<file path="config.mk">
export PLATFORM = sky130hd
export DESIGN_NAME = tick_down_timer
export DESIGN_NICKNAME = d
export VERILOG_FILES = /design/src/rtl/tick_down_timer.sv
export SDC_FILE = /design/constraint.sdc
export NUM_CORES = 1
export LEC_CHECK = 0
export ABC_AREA = 1
export BUFFER_PORTS_ARGS = -buffer_cell sky130_fd_sc_hd__buf_2
export CORE_MARGIN = 2
export CORE_UTILIZATION = 54
export CTS_CLUSTER_SIZE = 24
export DETAILED_ROUTE_END_ITERATION = 7
export PLACE_DENSITY_LB_ADDON = 0.05
export SETUP_SLACK_MARGIN = 0.1
export SLEW_MARGIN = 20
export SYNTH_ARGS = -nofsm -noshare
export SYNTH_HDL_FRONTEND = slang
export SYNTH_SLANG_ARGS = --single-unit
</file>
<file path="constraint.sdc">
create_clock -name clk -period 2.2 [get_ports clk]
set_input_delay 0.44 -clock clk [delete_from_list [all_inputs] [get_ports clk]]
set_output_delay 0.44 -clock clk [all_outputs]
set_load 0.005 [all_outputs]
</file>
<file path="src/rtl/tick_down_timer.sv">
module tick_down_timer #(
  parameter int PRE_W = 8,
  parameter int CNT_W = 32
) (
  input  logic             clk,
  input  logic             rst_n,
  input  logic             ref_tick,
  input  logic             ctl_wr,
  input  logic             start_wr,
  input  logic             live_wr,
  input  logic [31:0]      wdata,
  output logic [31:0]      ctl_rdata,
  output logic [CNT_W-1:0] start_rdata,
  output logic [CNT_W-1:0] live_rdata,
  output logic             irq_en,
  output logic             tc_pulse
);
  localparam int B_EN  = 30;
  localparam int B_IE  = 29;
  localparam int B_PER = 27;
  localparam int B_RST = 26;
  localparam int B_ACT = 25;
  localparam logic [PRE_W-1:0] PRE_RST = PRE_W'(5);

  logic             en_q, ie_q, per_q, act_q, tc_q;
  logic [PRE_W-1:0] pre_q, phase_q;
  logic [CNT_W-1:0] start_q, cnt_q;

  wire             wr_any  = ctl_wr | start_wr;
  wire             tick_go = en_q & ref_tick & ~wr_any;
  wire             step    = tick_go & (phase_q == pre_q);
  wire             term    = step & (cnt_q <= CNT_W'(1));
  wire             w_rst   = wdata[B_RST];
  wire             w_en    = wdata[B_EN] & ~w_rst;
  wire [PRE_W-1:0] w_pre   = wdata[PRE_W-1:0];

  always_ff @(posedge clk) begin
    if (!rst_n) begin
      en_q    <= 1'b0;
      ie_q    <= 1'b0;
      per_q   <= 1'b0;
      act_q   <= 1'b0;
      pre_q   <= PRE_RST;
      phase_q <= '0;
      start_q <= '0;
      cnt_q   <= '0;
      tc_q    <= 1'b0;
    end else begin
      tc_q <= term;
      if (ctl_wr) begin
        en_q  <= w_en;
        act_q <= w_en;
        ie_q  <= wdata[B_IE];
        per_q <= wdata[B_PER];
        pre_q <= w_pre;
        if (w_pre != pre_q || w_rst) phase_q <= '0;
        if (w_rst) cnt_q <= start_q;
      end else if (start_wr) begin
        start_q <= wdata[CNT_W-1:0];
        cnt_q   <= wdata[CNT_W-1:0];
        phase_q <= '0;
      end else if (tick_go) begin
        phase_q <= step ? '0 : phase_q + PRE_W'(1);
        if (term) begin
          if (per_q) begin
            cnt_q <= start_q;
          end else begin
            cnt_q <= '0;
            en_q  <= 1'b0;
            act_q <= 1'b0;
          end
        end else if (step) begin
          cnt_q <= cnt_q - CNT_W'(1);
        end
      end
    end
  end

  always_comb begin
    ctl_rdata              = '0;
    ctl_rdata[B_EN]        = en_q;
    ctl_rdata[B_IE]        = ie_q;
    ctl_rdata[B_PER]       = per_q;
    ctl_rdata[B_ACT]       = act_q;
    ctl_rdata[PRE_W-1:0]   = pre_q;
  end

  assign start_rdata = start_q;
  assign live_rdata  = cnt_q;
  assign irq_en      = ie_q;
  assign tc_pulse    = tc_q;

  // active flag tracks the enable state
  a_r5_act_tracks_en: assert property (@(posedge clk) disable iff (!rst_n)
    act_q == en_q);

  // a one-shot terminal event leaves the channel disarmed
  a_r7_oneshot_stops: assert property (@(posedge clk) disable iff (!rst_n)
    (tc_pulse && !per_q) |-> (!en_q && !act_q && live_rdata == '0));

  // a periodic terminal event has reloaded the start value
  a_r6_periodic_reload: assert property (@(posedge clk) disable iff (!rst_n)
    (tc_pulse && per_q) |-> (live_rdata == start_rdata));

  // no count movement while disabled without writes
  a_r13_hold_when_off: assert property (@(posedge clk) disable iff (!rst_n)
    (!en_q && !ctl_wr && !start_wr) |=> $stable(live_rdata));

  // a live-count write alone changes nothing while idle
  a_r9_live_wr_ignored: assert property (@(posedge clk) disable iff (!rst_n)
    (live_wr && !wr_any && !en_q) |=> ($stable(live_rdata) && $stable(ctl_rdata)));

  // counter reset always drops the enable of that write
  a_r3_rst_drops_en: assert property (@(posedge clk) disable iff (!rst_n)
    (ctl_wr && wdata[B_RST]) |=> !ctl_rdata[B_EN]);
endmodule

</file>
==> flow_metrics.py <==
metrics = {
    "run_status": {
        "status": "finished clean",
    },
    "detailed_routing": {
        "drt_wl_total_um": 17100,
        "firstDrtPassIters": 5,
        "wl_per_cell_um": 14.4,
        "routed-via-count": 6299,
        "drt_iter0_markers": 440,
        "ant_nets": 0,
        "vias_per_cell": 5.31,
        "drc": 0,
    },
    "global_routing": {
        "antenna_found_initial": 0,
        "grt-ovfl-total": 0,
        "grt_pass1_wl_um": 27100,
        "grt_pass1_vias": 5543,
        "grt.total_usage_pct": 29.8,
        "grt_max_degree": 43,
    },
    "final_layout": {
        "regArea_sq_mm": 0.00168,
        "nets": 1090,
        "area_growth_pct": 18.5,
        "layout-drive-gt1-share_pct": 17.3,
        "num-fill-cells": 1003,
        "antenna_cells": 0,
        "utilization_pct": 66.6,
        "finalInstanceArea_sq_mm": 0.00657,
        "multi_input_area_sq_mm": 0.00335,
    },
    "sta": {
        "rsz0062_at_grt": "no",
        "max_freq_mhz": 501,
        "tightest_slew_ns": 0.689,
        "setup-tns-final_ns": 0,
        "setup_violations": 0,
        "maxSlewHeadroom_pct": 54.0,
        "period_share_pct": 90.7,
        "finalCriticalPeriod_ns": 1.99,
        "drv_slew": 0,
        "timing.hold.ws_ns": 0.336,
        "setup_ws_ns": 0.205,
        "hold_viol": 0,
        "skew_ns": 0.0141,
    },
    "synth": {
        "synthTopCellsByArea": "dfxtp_1, nand2_1, nor2_1, a21oi_1, nand3_1",
        "ys_seq_area_share_pct": 30.4,
        "yosysWarnings": 0,
        "yosys.area.top_type": "dfxtp_1",
        "async_reset_ff_share_pct": 0,
        "yosysTopAreaCellShare_pct": 30.4,
        "yosysMostFrequentCell": "nand2_1",
        "synth-edff-count": 0,
        "synth_area_sq_mm": 0.00554,
        "synth.distinct_cells": 31,
        "avgSynthCellArea_sq_um": 5.91,
        "ys_ff_latch": 84,
        "synth_flop_cell": "dfxtp_1",
        "synth_common_cells": "nand2_1, nor2_1, dfxtp_1, a21oi_1, inv_1",
        "synth_cells": 937,
    },
    "setup_path": {
        "crit_path_end_kind": "flop",
        "r2r_cells": 10,
        "cp-start-kind": "flop",
        "path_max_fanout": 14,
        "required_ns": 2.46,
        "crit_arrival_ns": 2.25,
        "setup.worst_path.class": "reg -> reg",
        "ff2ff_setup_slack_ns": 0.21,
        "worstReg2RegEnd": "live_rdata[31]$_SDFFE_PN0P_",
        "r2r-start": "live_rdata[0]$_SDFFE_PN0P_",
    },
    "clock_network": {
        "holdBufCountCts": 0,
        "clkSinkCount": 84,
        "ctsHtreeMaxLevel": 3,
        "cts_tree": "built",
        "cts_root_buf": "clkbuf_8",
        "cts_buffers": 9,
        "clk_pin_slew_worst_paths_ns": 0.09,
        "worstSkewPairLatency_ns": 0.36,
        "clk_path_buf_depth": 2,
    },
    "power_and_ir_drop": {
        "vdd_ir_drop_max_mv": 0.352,
        "pwr-share-seq_pct": 42.9,
        "netSwitchingFraction_pct": 34.1,
        "p_clk_share_pct": 30.8,
        "switching_power_mw": 1.38,
        "combPwrFrac_pct": 26.4,
        "p_int_mw": 2.66,
        "power-per-cell-area_mw_per_mm2": 615,
        "leakage_nw": 3.25,
    },
    "placement": {
        "place_ws_ns": 0.0881,
        "io_buffers": 114,
        "place_congestion": 0.962,
        "hpwl_um": 12200,
        "placed_area_sq_mm": 0.00626,
    },
    "run": {
        "drv_cap": 0,
    },
    "worst_hold_path": {
        "hp-class": "in -> reg",
        "min_from": "wdata[29]",
        "whs_path_depth": 3,
        "whs_endpoint": "irq_en$_SDFFE_PN0P_",
    },
    "floorplanning": {
        "dieWidth_um": 105,
        "die_area_sq_mm": 0.0111,
        "core_sq_mm": 0.00986,
        "io_pins": 136,
        "rows": 36,
        "initial_core_util_pct": 56.1,
        "die_h_um": 105,
    },
}
## sequential cells by signal, summed over array words and instances, names as in the netlist
signal and cells:
act_q 1, irq_en 1, live_rdata 32, per_q 1, phase_q 8, pre_q 8, start_rdata 32, tc_pulse 1
## critical path: stages, from the launching register on
cell and delay [ns]:
dfxtp_1 0.35, inv_1 0.11, ha_1 0.20, nand2_1 0.09
nor2_2 0.21, nand3_2 0.19, nand2_4 0.21, buf_4 0.25
nand4_1 0.12, nand3_1 0.11, a21oi_1 0.07
## stage by stage
step                total power [mW]  cells
floorplan                       2.43    956
global placement                2.79   1167
detailed placement              2.79   1167
CTS                             4.02   1183
global route                    4.25   1187
finish                          4.04   1187
## how the worst max path moves through the flow
stage               slack [ns]                     endpoint                        start  cells past startpoint
finish                    0.21  live_rdata[31]$_SDFFE_PN0P_   live_rdata[0]$_SDFFE_PN0P_                     10
global route              0.11  live_rdata[26]$_SDFFE_PN0P_   live_rdata[1]$_SDFFE_PN0P_                     12
CTS                       0.08  live_rdata[23]$_SDFFE_PN0P_  live_rdata[14]$_SDFFE_PN0P_                      9
detailed placement        0.09  live_rdata[23]$_SDFFE_PN0P_  live_rdata[14]$_SDFFE_PN0P_                      9
global placement          0.14           act_q$_SDFFE_PN0P_  live_rdata[14]$_SDFFE_PN0P_                      8
floorplan                 0.45           act_q$_SDFFE_PN0P_   live_rdata[0]$_SDFFE_PN0P_                     10
## routing by layer
| metal | track usage (%) | vias to the layer above | routed length, um |
|---|---|---|---|
| met5 | 0 | - | 0 |
| met4 | 6.48 | 0 | 151 |
| met3 | 5.50 | 13 | 1470 |
| met2 | 47.2 | 259 | 7550 |
| met1 | 42.1 | 2859 | 7970 |
| li1 | - | 3168 | - |
## logic make-up (layout without fill, tap and decap cells)
family,Yosys count,in the layout,synth area share [%]
fa+ha+maj,3,3,0.678
compound gates,107,107,10.1
flops,84,84,30.4
buf+inv,140,235,11.8
other cells,1,20,0.0677
simple gates,579,582,43.4
xor+xnor,23,23,3.64
## power by group through the flow
stage	clock network (mW)	logic, mW	registers (mW)
floorplan	0	0.686	1.75
global placement	0	1.02	1.76
detailed placement	0	1.03	1.76
CTS	1.25	1.04	1.73
global route	1.31	1.20	1.74
finish	1.24	1.06	1.73
## layout by cell type, fill, tap and decap left out, types with 13 or more instances in the layout
| cell type | Yosys | layout |
|---|---|---|
| o21ai_0 | 25 | 25 |
| nor2_1 | 110 | 107 |
| a21oi_1 | 75 | 75 |
| buf_4 | 24 | 29 |
| xor2_1 | 20 | 20 |
| clkbuf_8 | 0 | 13 |
| nand4_1 | 41 | 41 |
| dfxtp_1 | 84 | 84 |
| conb_1 | 1 | 20 |
| buf_2 | 11 | 114 |
| nand2_1 | 359 | 359 |
| inv_1 | 69 | 69 |
| nand3_1 | 56 | 56 |
## timing repair
item | in CTS | in global routing
pin swaps | 0 | 0
endpoints found under the hold margin | 0 | 0
setup buffers | 0 | 1
endpoints found under the setup margin | 6 | 33
cloned | 0 | 3
gates resized for setup | 0 | 8
## area by class of cell
cell class / count / area share [%]
multi-input combinational: 735 / 51.0
sequential: 84 / 25.6
timing repair buffer: 148 / 13.4
inverter: 71 / 4.06
clock buffer: 13 / 2.73
tap: 133 / 2.53
clock inverter: 3 / 0.648
No activity file was read; power rests on OpenSTA's default activity.
